==> src/rtl/issue_rsv_pkg.sv <==
package issue_rsv_pkg;

    localparam int NRES     = 6;
    localparam int PAT_ROWS = 4;
    localparam int LAT_W    = 6;
    localparam int CLS_W    = 4;

    typedef logic [NRES-1:0] res_vec_t;

    // resource bits
    localparam res_vec_t RS_AE = 6'b000001;
    localparam res_vec_t RS_AM = 6'b000010;
    localparam res_vec_t RS_AW = 6'b000100;
    localparam res_vec_t RS_LE = 6'b001000;
    localparam res_vec_t RS_LM = 6'b010000;
    localparam res_vec_t RS_LW = 6'b100000;

    typedef enum logic [CLS_W-1:0] {
        CLS_ALU       = 4'd0,
        CLS_ALU_SHIMM = 4'd1,
        CLS_ALU_SHREG = 4'd2,
        CLS_LD1       = 4'd3,
        CLS_ST1       = 4'd4,
        CLS_LD2       = 4'd5,
        CLS_ST2       = 4'd6,
        CLS_LD34      = 4'd7,
        CLS_ST34      = 4'd8,
        CLS_BR        = 4'd9,
        CLS_CALL      = 4'd10
    } op_class_e;

    typedef struct packed {
        res_vec_t [PAT_ROWS-1:0] rows;   // rows[k] = slots used in occupancy cycle k+1
        logic [LAT_W-1:0]        lat;
        logic                    makes_result;
        logic                    fwd_to_store; // result may feed store data one cycle early
    } class_info_t;

endpackage

==> src/rtl/issue_class_table.sv <==
module issue_class_table
    import issue_rsv_pkg::*;
(
    input  logic [CLS_W-1:0] cls,
    output class_info_t      info
);

    always_comb begin
        info = '0;
        case (cls)
            CLS_ALU, CLS_ALU_SHIMM: begin
                info.rows[0]      = RS_AE;
                info.rows[1]      = RS_AM;
                info.rows[2]      = RS_AW;
                info.lat          = LAT_W'(1);
                info.makes_result = 1'b1;
            end
            CLS_ALU_SHREG: begin
                info.rows[0]      = RS_AE;
                info.rows[1]      = RS_AE;
                info.rows[2]      = RS_AM;
                info.rows[3]      = RS_AW;
                info.lat          = LAT_W'(2);
                info.makes_result = 1'b1;
            end
            CLS_LD1, CLS_LD2: begin
                info.rows[0]      = RS_AE | RS_LE;
                info.rows[1]      = RS_LM;
                info.rows[2]      = RS_AW | RS_LW;
                info.lat          = LAT_W'(2);
                info.makes_result = 1'b1;
                info.fwd_to_store = (cls == CLS_LD1);
            end
            CLS_ST1, CLS_ST2: begin
                info.rows[0]      = RS_AE | RS_LE;
                info.rows[1]      = RS_LM;
                info.rows[2]      = RS_AW | RS_LW;
            end
            CLS_LD34: begin
                info.rows[0]      = RS_AE | RS_LE;
                info.rows[1]      = RS_AE | RS_LE | RS_LM;
                info.rows[2]      = RS_AE | RS_LM;
                info.rows[3]      = RS_AW | RS_LW;
                info.lat          = LAT_W'(3);
                info.makes_result = 1'b1;
            end
            CLS_ST34: begin
                info.rows[0]      = RS_AE | RS_LE;
                info.rows[1]      = RS_AE | RS_LE | RS_LM;
                info.rows[2]      = RS_AE | RS_LM;
                info.rows[3]      = RS_AW | RS_LW;
            end
            CLS_CALL: begin
                info.lat          = LAT_W'(32);
                info.makes_result = 1'b1;
            end
            default: info = '0; // branch and unused codes
        endcase
    end

endmodule

==> src/rtl/issue_rsv_window.sv <==
module issue_rsv_window
    import issue_rsv_pkg::*;
#(
    parameter int DEPTH = 8
) (
    input  logic                    clk,
    input  logic                    rst,
    input  res_vec_t [PAT_ROWS-1:0] claim,
    input  logic                    commit,
    output logic                    conflict
);

    // win_q[k] = slots already claimed for occupancy cycle k+1
    res_vec_t [DEPTH-1:0]    win_q;
    res_vec_t [DEPTH-1:0]    win_d;
    logic     [PAT_ROWS-1:0] row_hit;

    for (genvar k = 0; k < PAT_ROWS; k++) begin : g_hit
        assign row_hit[k] = |(claim[k] & win_q[k]);
    end

    assign conflict = |row_hit;

    for (genvar k = 0; k < DEPTH; k++) begin : g_shift
        res_vec_t older;
        res_vec_t fresh;
        if (k + 1 < DEPTH) begin : g_old
            assign older = win_q[k+1];
        end else begin : g_end
            assign older = '0;
        end
        if (k + 1 < PAT_ROWS) begin : g_new
            assign fresh = commit ? claim[k+1] : '0;
        end else begin : g_none
            assign fresh = '0;
        end
        assign win_d[k] = older | fresh;
    end

    always_ff @(posedge clk) begin
        if (rst) win_q <= '0;
        else     win_q <= win_d;
    end

endmodule

==> src/rtl/issue_operand_ready.sv <==
module issue_operand_ready
    import issue_rsv_pkg::*;
#(
    parameter int NREGS = 16,
    parameter int IDXW  = 4
) (
    input  logic             clk,
    input  logic             rst,
    input  logic             a_valid,
    input  logic [IDXW-1:0]  a_idx,
    input  logic             b_valid,
    input  logic [IDXW-1:0]  b_idx,
    input  logic             store_consumer,
    input  logic             load_en,
    input  logic [IDXW-1:0]  load_idx,
    input  logic [LAT_W-1:0] load_lat,
    input  logic             load_fwd,
    output logic             srcs_ready
);

    logic [LAT_W-1:0] cnt_q [NREGS];
    logic             fwd_q [NREGS];
    logic [LAT_W-1:0] start_val;
    logic             a_ok;
    logic             b_ok;

    assign start_val = (load_lat == '0) ? '0 : load_lat - LAT_W'(1);

    for (genvar r = 0; r < NREGS; r++) begin : g_reg
        always_ff @(posedge clk) begin
            if (rst) begin
                cnt_q[r] <= '0;
                fwd_q[r] <= 1'b0;
            end else if (load_en && load_idx == IDXW'(r)) begin
                cnt_q[r] <= start_val;
                fwd_q[r] <= load_fwd;
            end else if (cnt_q[r] != '0) begin
                cnt_q[r] <= cnt_q[r] - LAT_W'(1);
            end
        end
    end

    assign a_ok = !a_valid || (cnt_q[a_idx] == '0);
    assign b_ok = !b_valid || (cnt_q[b_idx] == '0) ||
                  (store_consumer && fwd_q[b_idx] && cnt_q[b_idx] == LAT_W'(1));
    assign srcs_ready = a_ok && b_ok;

endmodule

==> src/rtl/dual_pipe_issue_tracker.sv <==
module dual_pipe_issue_tracker
    import issue_rsv_pkg::*;
#(
    parameter int NREGS = 16,
    parameter int IDXW  = $clog2(NREGS),
    parameter int DEPTH = 8
) (
    input  logic            clk,
    input  logic            rst,
    input  logic            req_valid,
    input  logic [3:0]      req_class,
    input  logic            src_a_valid,
    input  logic [IDXW-1:0] src_a,
    input  logic            src_b_valid,
    input  logic [IDXW-1:0] src_b,
    input  logic            dst_valid,
    input  logic [IDXW-1:0] dst,
    output logic            grant,
    output logic            stall
);

    class_info_t info;
    logic        slot_conflict;
    logic        srcs_ready;
    logic        is_store1;

    issue_class_table u_table (
        .cls  (req_class),
        .info (info)
    );

    issue_rsv_window #(.DEPTH(DEPTH)) u_window (
        .clk      (clk),
        .rst      (rst),
        .claim    (info.rows),
        .commit   (grant),
        .conflict (slot_conflict)
    );

    assign is_store1 = (req_class == CLS_ST1);

    issue_operand_ready #(.NREGS(NREGS), .IDXW(IDXW)) u_ready (
        .clk            (clk),
        .rst            (rst),
        .a_valid        (src_a_valid),
        .a_idx          (src_a),
        .b_valid        (src_b_valid),
        .b_idx          (src_b),
        .store_consumer (is_store1),
        .load_en        (grant && dst_valid && info.makes_result),
        .load_idx       (dst),
        .load_lat       (info.lat),
        .load_fwd       (info.fwd_to_store),
        .srcs_ready     (srcs_ready)
    );

    always_comb begin
        grant = !rst && req_valid && !slot_conflict && srcs_ready;
        stall = req_valid && !grant;
    end

endmodule

==> config.mk <==
export PLATFORM = sky130hd
export DESIGN_NAME = dual_pipe_issue_tracker
export DESIGN_NICKNAME = d
export VERILOG_FILES = /design/src/rtl/issue_rsv_pkg.sv /design/src/rtl/issue_class_table.sv /design/src/rtl/issue_rsv_window.sv /design/src/rtl/issue_operand_ready.sv /design/src/rtl/dual_pipe_issue_tracker.sv
export SDC_FILE = /design/constraint.sdc
export NUM_CORES = 1
export LEC_CHECK = 0
export BUFFER_PORTS_ARGS = -buffer_cell sky130_fd_sc_hd__buf_2
export CAP_MARGIN = 10
export CORE_ASPECT_RATIO = 1.25
export CORE_MARGIN = 2
export CORE_UTILIZATION = 45
export CTS_BUF_LIST = sky130_fd_sc_hd__clkbuf_8
export CTS_CLUSTER_DIAMETER = 100
export CTS_CLUSTER_SIZE = 30
export DETAILED_ROUTE_END_ITERATION = 12
export GPL_TIMING_DRIVEN = 0
export HOLD_SLACK_MARGIN = 0.06
export SKIP_CTS_REPAIR_TIMING = 1
export SLEW_MARGIN = 0
export SYNTH_ARGS = -nofsm -noshare
export SYNTH_HDL_FRONTEND = slang
export SYNTH_SLANG_ARGS = --single-unit
==> constraint.sdc <==
create_clock -name clk -period 9.9 [get_ports clk]
set_input_delay 1.98 -clock clk [delete_from_list [all_inputs] [get_ports clk]]
set_output_delay 1.98 -clock clk [all_outputs]
set_load 0.01 [all_outputs]
==> flow_summary.ini <==
[cells_and_area]
drive_above_1_share = 0.201
syn2layout_area_growth_pct = 9.64
n_antenna_cell = 0
final_area_mm2 = 0.00955
nNetsFinal = 915

[cts]
numCtsBuffers = 17
cts_tree = done
h-tree-depth = 4
cts.clk_slew.worst_paths_ns = 0.07
root_buffer = clkbuf_8
cts_buffer_depth = 2
numClockSinks = 118
clock_latency_ns = 0.45

[power]
irDropWorstVdd_uv = 123
power_frac_clock = 0.193
p_seq_frac = 0.369
leakage_nw = 4.01
power.switching_w = 0.000972
combPwrFrac = 0.437
p_int_w = 0.00165
total_power_w = 0.00263
switching_share = 0.370
p_per_area_mw_per_mm2 = 275

[worst_setup_path]
crit_end = stall
startpoint = src_b[1]
cp.arrival_ns = 4.97
start_kind = primary input
regToRegSetupSlack_ns = 6.12
cp-end-kind = primary output
worstSetupPathType = primary input to primary output
required_ns = 7.92
reg2reg_to = u_ready.cnt_q[8][2]
crit_fanout = 10
reg2regPathDepth = 8
r2r-start = u_ready.cnt_q[12][2]

[sta]
rsz0062_at_grt = no
fin_setup_tns_ns = 0
max_freq_mhz = 144
fin_crit_sh = 0.702
slew_viol_final = 0
hold_viol = 0
worstMarginPinSlew_ns = 1.07
setup_viol = 0
final.min_clock_period_ns = 6.95
relSlewSlack = 0.266
fin_worst_skew_ns = 0.0127

[routing]
vias_per_cell = 5.97
dr.pass1.iters = 5
drt-wirelength-per-cell_um = 20.2
drtAntennaViolNets = 0
wl_um = 22300
drc_errors = 0
num_vias = 6589
drt_iter0_drc = 434

[grt]
grt_pass1_vias = 6748
grt.busiest_layer = met2
antenna_found_initial = 0
met2_usage = 0.389
grt_use_met1 = 0.276
use_met3 = 0.0323
track_usage = 0.225
gr-total-overflow = 0
grt_pass1_wl_um = 35700
grt_max_degree = 17

[placement]
io_buffers = 21
post_dp_cell_area_mm2 = 0.00911
gp_congestion = 0.925
dpl.hpwl_um = 16500

[die]
die_x_um = 128
dieHeight_um = 160
fp-row-count = 56
initial_core_util = 0.462
die_area_mm2 = 0.0205
ioPinCount = 24
core_mm2 = 0.0188

[job]
maxCapViolCount = 0

[hold_path]
hp-class = flop to flop

[synthesis]
ys_top_cells_by_count = edfxtp_1 (112), nor2_1 (104)
avgSynthCellArea_um2 = 10.7
synth.distinct_cells = 64
synth_top_area_frac = 0.386
synth_top_area_cell = edfxtp_1
ys_ff_latch = 118
yosysSeqAreaShare = 0.400
synth_ff_type = edfxtp_1
netlist_area_mm2 = 0.00871
syn_inst = 818
ys_top_cells_by_area = edfxtp_1 (39%), mux2_4 (5.5%), ha_1 (5.0%)
yosys_warnings = 0
synth_most_common_cell = edfxtp_1
synth_nets = 875
synth_enable_flop_cells = 112
async_flop_share = 0

[status]
outcome = finished, final reports clean
==> worst min-delay path by stage <==
stage / from / end / slack, ns / cells after the start
detailed placement: u_window.g_shift[0].older[4] / u_window.win_q[0] / 0.50 / 2
global placement: u_window.g_shift[0].older[4] / u_window.win_q[0] / 0.49 / 2
floorplan: u_window.g_shift[0].older[4] / u_window.win_q[0] / 0.46 / 2
global route: u_window.g_shift[0].older[4] / u_window.win_q[0] / 0.58 / 2
finish: u_window.g_shift[0].older[4] / u_window.win_q[0] / 0.52 / 2
CTS: u_window.g_shift[0].older[4] / u_window.win_q[0] / 0.52 / 2
==> routing by layer <==
metal	share of wire	up-vias
met5	0	-
met4	0.031	0
met3	0.042	50
met2	0.51	185
met1	0.42	3272
li1	-	3082
==> logic make-up (layout without fill, tap and decap cells) <==
logic type                 count (synthesis)  count (layout)  synth area share
and+or+nand+nor                          367             367             0.246
DFF                                      118             118             0.400
muxes                                    108             108             0.159
buffers and inverters                     72             125            0.0366
AOI/OAI and AO/OA                         60              60            0.0507
xor gates and xnor gates                  58              58            0.0583
adders and majority gates                 35              35            0.0503
==> through the flow <==
stage | hold slack (ns) | setup WS, ns | instances | util
finish | 0.523 | 2.95 | 1103 | 0.507
floorplan | 0.456 | 3.62 | 818 | -
detailed placement | 0.503 | 2.98 | 1071 | 0.483
global placement | 0.490 | 3.01 | 1071 | 0.483
global route | 0.580 | 2.86 | 1103 | 0.507
CTS | 0.516 | 2.98 | 1103 | 0.507
==> cell type report <==
| class | instances | area (um2) |
|---|---|---|
| fillers | 1720 | 9300 |
| repair buffers | 21 | 105 |
| inverters | 38 | 143 |
| clock inverters | 15 | 210 |
| multi-input cells | 628 | 4910 |
| well taps | 232 | 290 |
| clock buffers | 17 | 234 |
| flip-flops and latches | 118 | 3480 |
| plain buffers | 34 | 176 |
==> critical path: stages <==
cell,delay (ns)
buf_6,0.15
buf_2,0.29
mux4_2,0.33
mux2i_1,0.18
a211oi_1,0.10
a41o_1,0.29
a2111oi_4,0.84
buf_8,0.28
nand3_2,0.18
and2_1,0.21
buf_2,0.13
==> power groups by stage <==
stage / Clock (W) / Sequential (W) / Combinational, W
detailed placement: 0 / 0.000977 / 0.00114
global route: 0.000534 / 0.000994 / 0.00128
floorplan: 0 / 0.000919 / 0.000936
global placement: 0 / 0.000969 / 0.00109
finish: 0.000507 / 0.000970 / 0.00115
CTS: 0.000513 / 0.000967 / 0.00115
==> placed cells by master, fill, tap and decap left out, types with 16 or more instances in the layout <==
cell type / instances
nand2b_1: 41
mux2i_1: 35
xor2_1: 17
edfxtp_1: 112
buf_2: 27
xnor2_1: 41
nor4_1: 23
or2_2: 18
clkbuf_8: 17
nor3b_1: 16
ha_1: 35
clkbuf_1: 20
nor2_1: 104
nand2_1: 41
mux2_2: 33
nor3_1: 41
mux2_4: 32
inv_1: 38
nand4_1: 18
==> flip-flops by register name, summed over array words and instances, names as in the netlist <==
signal	count
u_window.win_q	2
u_window.g_shift.older	4
u_ready.cnt_q	96
u_ready.fwd_q	16
Power figures use the tool's default switching activity.
